[config.mk]
export PLATFORM = sky130hd
export DESIGN_NAME = bridge_regblk
export DESIGN_NICKNAME = d
export VERILOG_FILES = /design/src/rtl/bridge_pkg.sv /design/src/rtl/bridge_id_rom.sv /design/src/rtl/bridge_unlock.sv /design/src/rtl/bridge_cfg_port.sv /design/src/rtl/bridge_regblk.sv
export SDC_FILE = /design/constraint.sdc
export NUM_CORES = 1
export LEC_CHECK = 0
export BUFFER_PORTS_ARGS = -buffer_cell sky130_fd_sc_hd__buf_2
export CORE_ASPECT_RATIO = 1.5
export CORE_MARGIN = 8
export CORE_UTILIZATION = 35
export DETAILED_ROUTE_END_ITERATION = 6
export GPL_TIMING_DRIVEN = 0
export PLACE_DENSITY = 0.68
export SYNTH_ARGS = -nofsm -noshare
export SYNTH_HDL_FRONTEND = slang
export SYNTH_SLANG_ARGS = --single-unit
[constraint.sdc]
create_clock -name clk -period 4.41 [get_ports clk]
set_clock_uncertainty 0.05 [all_clocks]
set_input_delay 0.882 -clock clk [delete_from_list [all_inputs] [get_ports clk]]
set_output_delay 0.882 -clock clk [all_outputs]
set_load 0.01 [all_outputs]
[src/rtl/bridge_pkg.sv]
package bridge_pkg;

   typedef enum logic [1:0] {
      SZ_BYTE = 2'd0,
      SZ_HALF = 2'd1,
      SZ_WORD = 2'd2
   } acc_size_e;

   // all-ones value at the width of an access; size 3 is treated as a word
   function automatic logic [31:0] width_mask(input logic [1:0] sz);
      case (sz)
         SZ_BYTE: width_mask = 32'h0000_00FF;
         SZ_HALF: width_mask = 32'h0000_FFFF;
         default: width_mask = 32'hFFFF_FFFF;
      endcase
   endfunction

   // move the addressed lane to bit 0 and keep only the access width
   function automatic logic [31:0] lane_align(input logic [31:0] w,
                                              input logic [1:0]  lane,
                                              input logic [1:0]  sz);
      lane_align = (w >> {lane, 3'b000}) & width_mask(sz);
   endfunction

endpackage

[src/rtl/bridge_id_rom.sv]
module bridge_id_rom #(
   parameter logic [127:0] ID_STR = "BRIDGE_CFG_ID_01"
) (
   input  logic [1:0]  widx,
   output logic [31:0] word
);
   localparam int NCHAR = 16;
   localparam int NWORD = NCHAR / 4;

   logic [NWORD-1:0][31:0] words;

   // character i of the string sits at byte offset i, little-endian in words
   for (genvar w = 0; w < NWORD; w++) begin : g_word
      for (genvar b = 0; b < 4; b++) begin : g_byte
         assign words[w][8*b +: 8] = ID_STR[8*NCHAR-1 - 8*(4*w+b) -: 8];
      end
   end

   assign word = words[widx];

endmodule

[src/rtl/bridge_unlock.sv]
module bridge_unlock #(
   parameter int          UNLOCK_CYC = 4,
   parameter logic [31:0] KEY        = 32'h5A14_A501
) (
   input  logic        clk,
   input  logic        rst_n,
   input  logic        key_wr,
   input  logic [31:0] key_data,
   output logic        unlocked
);
   logic pending;
   logic key_ok;

   assign key_ok = key_wr && (key_data == KEY) && !unlocked && !pending;

   if (UNLOCK_CYC == 1) begin : g_direct
      always_ff @(posedge clk or negedge rst_n) begin
         if (!rst_n) begin
            pending  <= 1'b0;
            unlocked <= 1'b0;
         end else if (key_ok) begin
            pending  <= 1'b1;
         end else if (pending) begin
            pending  <= 1'b0;
            unlocked <= 1'b1;
         end
      end
   end else begin : g_count
      localparam int CW = $clog2(UNLOCK_CYC);
      logic [CW-1:0] cnt;
      always_ff @(posedge clk or negedge rst_n) begin
         if (!rst_n) begin
            pending  <= 1'b0;
            unlocked <= 1'b0;
            cnt      <= '0;
         end else if (key_ok) begin
            pending  <= 1'b1;
            cnt      <= CW'(UNLOCK_CYC - 1);
         end else if (pending) begin
            if (cnt == '0) begin
               pending  <= 1'b0;
               unlocked <= 1'b1;
            end else begin
               cnt <= cnt - 1'b1;
            end
         end
      end
   end

   // ready only rises out of the wait state
   p_rise_from_wait_r3: assert property (@(posedge clk) disable iff (!rst_n)
      $rose(unlocked) |-> $past(pending));

   // once unlocked, stays unlocked
   p_ready_sticky_r3: assert property (@(posedge clk) disable iff (!rst_n)
      unlocked |=> unlocked);

endmodule

[src/rtl/bridge_cfg_port.sv]
module bridge_cfg_port #(
   parameter int OFF_W = 8
) (
   input  logic             clk,
   input  logic             rst_n,
   input  logic             start,
   input  logic             wr_i,
   input  logic [OFF_W-1:0] off_i,
   input  logic [1:0]       size_i,
   input  logic [31:0]      wdata_i,
   output logic             done,
   output logic             d_req,
   output logic             d_write,
   output logic [OFF_W-1:0] d_offset,
   output logic [1:0]       d_size,
   output logic [31:0]      d_wdata,
   input  logic             d_ack
);
   always_ff @(posedge clk or negedge rst_n) begin
      if (!rst_n) begin
         d_req    <= 1'b0;
         d_write  <= 1'b0;
         d_offset <= '0;
         d_size   <= 2'd0;
         d_wdata  <= '0;
      end else if (start) begin
         d_req    <= 1'b1;
         d_write  <= wr_i;
         d_offset <= off_i;
         d_size   <= size_i;
         d_wdata  <= wdata_i;
      end else if (d_req && d_ack) begin
         d_req    <= 1'b0;
      end
   end

   assign done = d_req && d_ack;

   // request and its fields hold until the device answers
   p_req_hold_r7: assert property (@(posedge clk) disable iff (!rst_n)
      (d_req && !d_ack) |=> (d_req && $stable(d_offset) && $stable(d_write)
                             && $stable(d_size) && $stable(d_wdata)));

   // only one request outstanding
   p_single_out_r7: assert property (@(posedge clk) disable iff (!rst_n)
      start |-> !d_req);

endmodule

[src/rtl/bridge_regblk.sv]
module bridge_regblk
   import bridge_pkg::*;
#(
   parameter int           ADDR_W     = 12,
   parameter int           CFG_BASE   = 'h200,
   parameter int           CFG_SPAN   = 256,
   parameter int           UNLOCK_CYC = 4,
   parameter int           DMA_BYTES  = 32768,
   parameter logic [31:0]  UNLOCK_KEY = 32'h5A14_A501,
   parameter logic [127:0] ID_STR     = "BRIDGE_CFG_ID_01",
   localparam int          CFG_OFF_W  = $clog2(CFG_SPAN)
) (
   input  logic                 clk,
   input  logic                 rst_n,
   input  logic                 h_valid,
   input  logic                 h_write,
   input  logic [ADDR_W-1:0]    h_addr,
   input  logic [1:0]           h_size,
   input  logic [31:0]          h_wdata,
   input  logic [7:0]           h_bus,
   input  logic [7:0]           h_devfn,
   output logic                 h_ack,
   output logic [31:0]          h_rdata,
   output logic                 d_req,
   output logic                 d_write,
   output logic [CFG_OFF_W-1:0] d_offset,
   output logic [1:0]           d_size,
   output logic [31:0]          d_wdata,
   input  logic                 d_ack,
   input  logic [31:0]          d_rdata,
   output logic                 bridge_ready,
   output logic [31:0]          map_win0,
   output logic [31:0]          map_win1,
   output logic [31:0]          dma_base,
   output logic [31:0]          dma_limit,
   output logic                 link_en,
   output logic                 xfer_en
);
   localparam int REG_SPAN = 64;
   localparam int CFG_END  = CFG_BASE + CFG_SPAN;

   // word indices of the software-visible registers
   localparam logic [3:0] IDX_EN_A   = 4'd5;   // 0x14
   localparam logic [3:0] IDX_KEY    = 4'd6;   // 0x18
   localparam logic [3:0] IDX_WIN0   = 4'd8;   // 0x20
   localparam logic [3:0] IDX_WIN1   = 4'd9;   // 0x24
   localparam logic [3:0] IDX_DMA_LO = 4'd10;  // 0x28
   localparam logic [3:0] IDX_DMA_HI = 4'd11;  // 0x2C
   localparam logic [3:0] IDX_EN_B   = 4'd13;  // 0x34

   // elaboration-time parameter checks
   if (ADDR_W < 7 || ADDR_W > 31) begin : g_bad_addr_w
      $error("ADDR_W must lie between 7 and 31");
   end
   if (CFG_SPAN < 4 || (CFG_SPAN & (CFG_SPAN - 1)) != 0) begin : g_bad_span
      $error("CFG_SPAN must be a power of two, at least 4");
   end
   if (CFG_BASE < REG_SPAN || (CFG_BASE % CFG_SPAN) != 0 || CFG_END > (1 << ADDR_W)) begin : g_bad_base
      $error("CFG_BASE must be span-aligned, above the registers and inside the address space");
   end
   if (UNLOCK_CYC < 1) begin : g_bad_unlock
      $error("UNLOCK_CYC must be at least 1");
   end
   if (DMA_BYTES < 1) begin : g_bad_dma
      $error("DMA_BYTES must be positive");
   end

   // address decode
   logic                 in_regs, in_cfg, tgt_sel;
   logic [3:0]           widx;
   logic [1:0]           lane;
   logic [CFG_OFF_W-1:0] cfg_off;

   assign in_regs = (32'(h_addr) < REG_SPAN);
   assign in_cfg  = (32'(h_addr) >= CFG_BASE) && (32'(h_addr) < CFG_END);
   assign tgt_sel = (h_bus == 8'd0) && (h_devfn == 8'd0);
   assign widx    = h_addr[5:2];
   assign lane    = h_addr[1:0];
   assign cfg_off = CFG_OFF_W'(32'(h_addr) - CFG_BASE);

   // acceptance
   logic h_ack_q, busy, acc, fwd, local_acc, fwd_done;
   assign busy      = d_req;
   assign acc       = h_valid && !h_ack_q && !busy;
   assign fwd       = acc && in_cfg && tgt_sel;
   assign local_acc = acc && !(in_cfg && tgt_sel);

   // registers
   logic [31:0] win0_q, win1_q, dma_lo_q, dma_hi_q;
   logic        en_a_q, en_b_q;
   logic        unlocked;
   logic        wr_reg, wr_end;
   logic [32:0] dma_cap;
   logic [31:0] dma_hi_next;

   assign wr_reg      = local_acc && h_write && in_regs;
   assign wr_end      = wr_reg && (widx == IDX_DMA_HI);
   assign dma_cap     = {1'b0, dma_lo_q} + 33'(DMA_BYTES);
   assign dma_hi_next = ({1'b0, h_wdata} > dma_cap) ? dma_cap[31:0] : h_wdata;

   always_ff @(posedge clk or negedge rst_n) begin
      if (!rst_n) begin
         win0_q   <= '0;
         win1_q   <= '0;
         dma_lo_q <= '0;
         dma_hi_q <= '0;
         en_a_q   <= 1'b0;
         en_b_q   <= 1'b0;
      end else if (wr_reg) begin
         case (widx)
            IDX_EN_A:   en_a_q   <= h_wdata[0];
            IDX_EN_B:   en_b_q   <= h_wdata[0];
            IDX_WIN0:   win0_q   <= h_wdata;
            IDX_WIN1:   win1_q   <= h_wdata;
            IDX_DMA_LO: dma_lo_q <= h_wdata;
            IDX_DMA_HI: dma_hi_q <= dma_hi_next;
            default: ;
         endcase
      end
   end

   // unlock sequencer
   bridge_unlock #(
      .UNLOCK_CYC (UNLOCK_CYC),
      .KEY        (UNLOCK_KEY)
   ) u_unlock (
      .clk      (clk),
      .rst_n    (rst_n),
      .key_wr   (wr_reg && (widx == IDX_KEY)),
      .key_data (h_wdata),
      .unlocked (unlocked)
   );

   // identification string
   logic [31:0] id_word;
   bridge_id_rom #(.ID_STR(ID_STR)) u_id (
      .widx (widx[1:0]),
      .word (id_word)
   );

   // register read mux
   logic [31:0] reg_word;
   always_comb begin
      case (widx)
         4'd0, 4'd1, 4'd2, 4'd3: reg_word = id_word;
         IDX_EN_A:               reg_word = {31'd0, en_a_q};
         IDX_KEY:                reg_word = {31'd0, unlocked};
         IDX_WIN0:               reg_word = win0_q;
         IDX_WIN1:               reg_word = win1_q;
         IDX_DMA_LO:             reg_word = dma_lo_q;
         IDX_DMA_HI:             reg_word = dma_hi_q;
         IDX_EN_B:               reg_word = {31'd0, en_b_q};
         default:                reg_word = '0;
      endcase
   end

   logic [31:0] local_rdata;
   always_comb begin
      if (h_write)      local_rdata = '0;
      else if (in_cfg)  local_rdata = width_mask(h_size);
      else if (in_regs) local_rdata = lane_align(reg_word, lane, h_size);
      else              local_rdata = '0;
   end

   // configuration forwarding
   bridge_cfg_port #(.OFF_W(CFG_OFF_W)) u_cfg (
      .clk      (clk),
      .rst_n    (rst_n),
      .start    (fwd),
      .wr_i     (h_write),
      .off_i    (cfg_off),
      .size_i   (h_size),
      .wdata_i  (h_wdata),
      .done     (fwd_done),
      .d_req    (d_req),
      .d_write  (d_write),
      .d_offset (d_offset),
      .d_size   (d_size),
      .d_wdata  (d_wdata),
      .d_ack    (d_ack)
   );

   // host response
   logic [31:0] h_rdata_q;
   always_ff @(posedge clk or negedge rst_n) begin
      if (!rst_n) begin
         h_ack_q   <= 1'b0;
         h_rdata_q <= '0;
      end else if (fwd_done) begin
         h_ack_q   <= 1'b1;
         h_rdata_q <= d_write ? 32'd0 : (d_rdata & width_mask(d_size));
      end else if (local_acc) begin
         h_ack_q   <= 1'b1;
         h_rdata_q <= local_rdata;
      end else begin
         h_ack_q   <= 1'b0;
      end
   end

   assign h_ack        = h_ack_q;
   assign h_rdata      = h_rdata_q;
   assign bridge_ready = unlocked;
   assign map_win0     = win0_q;
   assign map_win1     = win1_q;
   assign dma_base     = dma_lo_q;
   assign dma_limit    = dma_hi_q;
   assign link_en      = en_a_q;
   assign xfer_en      = en_b_q;

   // acknowledge is a single-cycle pulse
   p_ack_pulse_r10: assert property (@(posedge clk) disable iff (!rst_n)
      h_ack |=> !h_ack);

   // host acknowledge follows a device completion by one edge
   p_ack_after_dev_r7: assert property (@(posedge clk) disable iff (!rst_n)
      (d_req && d_ack) |=> h_ack);

   // a device request only starts for bus 0, device/function 0
   p_sel_only_r8: assert property (@(posedge clk) disable iff (!rst_n)
      $rose(d_req) |-> $past(h_bus == 8'd0 && h_devfn == 8'd0 && h_valid));

   // a write to the DMA end never leaves it beyond the window size
   p_dma_cap_r5: assert property (@(posedge clk) disable iff (!rst_n)
      wr_end |=> ({1'b0, dma_limit} <= {1'b0, dma_base} + 33'(DMA_BYTES)));

endmodule

==> impl_metrics.py <==
metrics = {
    "status": {
        "run_status": "complete, no violations",
    },
    "setup_path": {
        "timing.critical_path.slowest_cell_delay_ps": 780,
        "worst_path_dominant_cell_family": "compound AO/OA/AOI/OAI gates",
        "worstPathCellList": "clkbuf_1, nand4_1, nor4_4, nand3_1, xor2_1, ha_1, a21o_1, a21oi_1, nand3_1, a221oi_2, nor4_4, a221o_1",
        "critical_path_required_ps": 4760,
        "worst_r2r_endpoint": "dma_limit[8]",
        "count_of_buffer_and_inverter_cells_on_the_critical_path": 1,
        "worst_case_register_to_register_setup_slack_ps": 240,
        "worst_setup_path_startpoint": "dma_base[21]",
        "worstSetupEndpointType": "register",
        "critical_path_peak_fanout": 9,
        "worst_r2r_path_depth": 12,
        "worstSetupStartpointType": "register",
        "timing_worst_setup_path_type": "reg2reg",
        "worst-endpoint-arrival_ps": 4520,
        "origin_of_the_critical_flop_to_flop_path": "dma_base[21]",
        "crit_slowest_cell": "a221oi_2",
    },
    "synthesis": {
        "yosys.area_share.adder": 0.0421,
        "postSynthRegisterBits": 211,
        "postSynthCellCount": 1108,
        "synth-compound-area-share": 0.207,
        "share_of_cell_area_taken_by_muxes_after_synthesis": 0.138,
        "yosys.area_share.xor_xnor": 0.0121,
        "yosysSeqAreaShare": 0.455,
        "number_of_enable_type_register_cells_in_the_synthesized_netlist": 0,
        "synthesized_area_fraction_occupied_by_and_or_nand_nor_cells": 0.105,
        "mappedNetlistArea_sq_um": 11600,
        "ys_types": 70,
        "async_reset_ff_frac": 1.00,
        "postSynthAreaPerCell_sq_um": 10.5,
        "dominant_combinational_cell_family_by_area_after_synthesis": "compound AO/OA/AOI/OAI gates",
        "synth.yosys.warnings": 0,
        "synth_flop_cell": "dfrtp_1",
        "mappedNetlistNets": 1246,
    },
    "detailed_routing": {
        "route.detailed.vias_per_inst": 6.01,
        "firstDrtPassIters": 6,
        "detail_route.wirelength_mm": 50.4,
        "detailedRoute.firstIterationViolations": 1198,
        "num_vias": 11200,
        "remaining_drc_errors": 0,
        "wire_per_inst_um": 27.0,
        "final_antenna_net_count": 0,
    },
    "sta": {
        "timing.max_slew.rel_slack": 0.293,
        "fmaxAchievable_mhz": 240,
        "setup_viol_count_final": 0,
        "hold_violations": 0,
        "grt_setup_unrepaired": "no",
        "finalWorstPathRequiredPeriod_ps": 4170,
        "drv_slew": 0,
        "worst-slew-pin-transition_ps": 1050,
        "layout_setup_ws_ps": 237,
        "fin_crit_sh": 0.946,
    },
    "floorplan": {
        "initial_utilization": 0.355,
        "floorplan.core_area_sq_um": 32600,
        "die_h_um": 239,
        "die_x_um": 165,
        "placement_rows": 81,
        "overall_die_area_sq_um": 39300,
        "top_level_ports": 307,
    },
    "clock_tree": {
        "clock_insertion_delay_worst_skew_ps": 530,
        "cts-root-buf": "clkbuf_16",
        "post-cts-setup-buffers": 0,
        "htree_num_levels": 1,
        "numCtsBuffers": 23,
        "tritoncts": "yes",
        "cts_sinks": 211,
        "cts_hold_repair.buffers": 0,
        "cts.clk_slew.worst_paths_ps": 60,
        "count_of_cells_resized_by_post_cts_repair": 0,
        "cts_buffer_depth": 3,
    },
    "final_layout": {
        "diodes": 0,
        "seq_area_sq_um": 5280,
        "syn_to_final_growth_pct": 24.5,
        "layout_cells_sized_above_1": 0.366,
        "mostFrequentLayoutCells": "buf_2, dfrtp_1, mux2_2",
        "fin_nets": 1578,
        "final_util": 0.442,
        "leading_cell_type_in_the_layout_fill_and_taps_excluded": "buf_2",
        "nFillCells": 3250,
        "multiInputGateArea_sq_um": 5840,
    },
    "placement": {
        "dp_hpwl_mm": 39.2,
        "numPortBuffers": 305,
        "gp_congestion": 0.961,
        "dp_slack_ps": -61.1,
    },
    "global_routing": {
        "pin_count_of_the_biggest_net_entering_global_routing": 111,
        "grt_first_pass_wirelength_mm": 73.8,
        "first_global_vias": 11600,
        "grt_antenna_before_repair": 0,
        "overflow": 0,
        "grt_usage": 0.249,
    },
    "power_and_ir_drop": {
        "peakVddDrop_mv": 0.288,
        "total_leakage_power_uw": 0.00710,
        "post-layout-total-power_uw": 4450,
        "power.density_cell_area_nw_per_um2": 309,
    },
    "flow_run": {
        "max_cap_violations": 0,
    },
    "min_path": {
        "hold_path_class": "in2async",
    },
}
==> kinds of logic (layout without fill, tap and decap cells) <==
group,after synthesis,in the layout
AO/OA/AOI/OAI,347,347
XOR/XNOR,16,16
adder cells (fa/ha/maj),39,39
buffers and inverters,117,463
flip-flops,211,211
multiplexers,142,142
AND/OR/NAND/NOR,236,236
==> where the power goes <==
part | switching [uW] | internal (uW) | total, uW
combinational | 337 | 153 | 490
clock | 837 | 1130 | 1970
sequential | 22.6 | 1970 | 1990
==> synthesized netlist by cell type, drive strengths merged, types with 7 or more instances <==
master / instances / area share
ha: 39 / 0.042
a221oi: 15 / 0.012
nand2b: 8 / 0.0043
nand3: 25 / 0.011
o21ai: 62 / 0.027
a22o: 7 / 0.0053
buf: 36 / 0.015
a31oi: 28 / 0.015
a221o: 11 / 0.0095
clkbuf: 47 / 0.015
inv: 34 / 0.011
o21a: 8 / 0.0052
a41oi: 9 / 0.0068
o31ai: 10 / 0.0065
nand4: 20 / 0.011
a41o: 11 / 0.0095
nor3: 14 / 0.0069
mux2: 139 / 0.14
xnor2: 9 / 0.0068
a22oi: 61 / 0.040
nand2: 62 / 0.021
a21oi: 70 / 0.030
xor2: 7 / 0.0053
dfrtp: 211 / 0.46
nor2: 57 / 0.018
nor4: 18 / 0.012
a211oi: 10 / 0.0065
==> layout make-up <==
type,instances,share of cell area
multi-input cells,780,0.405
clock buffers,26,0.0407
plain buffers,82,0.0241
inverters,34,0.00884
repair buffers,308,0.109
clock inverters,13,0.0107
flip-flops and latches,211,0.366
well taps,415,0.0360
==> through the flow <==
| step | TNS, ps | instance area [sq um] | std cells | hold WS, ps |
|---|---|---|---|---|
| 2_1_floorplan | 0 | 11600 | 1108 | 415 |
| 3_3_place_gp | -262800 | 13600 | 1828 | 427 |
| 3_5_place_dp | -171 | 13700 | 1829 | 429 |
| 4_1_cts | 0 | 14400 | 1868 | 386 |
| 5_1_grt | 0 | 14400 | 1869 | 442 |
| 6_report | 0 | 14400 | 1869 | 364 |
==> worst max-delay path by stage <==
stage	to	cells after the start
6_report	dma_limit[8]	12
5_1_grt	dma_limit[10]	14
4_1_cts	dma_limit[11]	14
3_5_place_dp	h_rdata[0]	12
3_3_place_gp	u_cfg.d_wdata[2]	1
2_1_floorplan	dma_limit[10]	14
==> flip-flops by register name, summed over array words and instances (netlist names), 8 cells and up <==
signal / cells
map_win1: 32
dma_limit: 32
map_win0: 32
h_rdata: 32
u_cfg.d_wdata: 32
u_cfg.d_offset: 8
dma_base: 32
==> metal layers <==
layer / share of wire / GRT usage / up-vias
li1: - / - / 4888
met1: 0.36 / 0.278 / 5530
met2: 0.50 / 0.430 / 643
met3: 0.082 / 0.0448 / 173
met4: 0.066 / 0.155 / 0
met5: 0 / 0 / -
(Power assumes the default switching activity.)
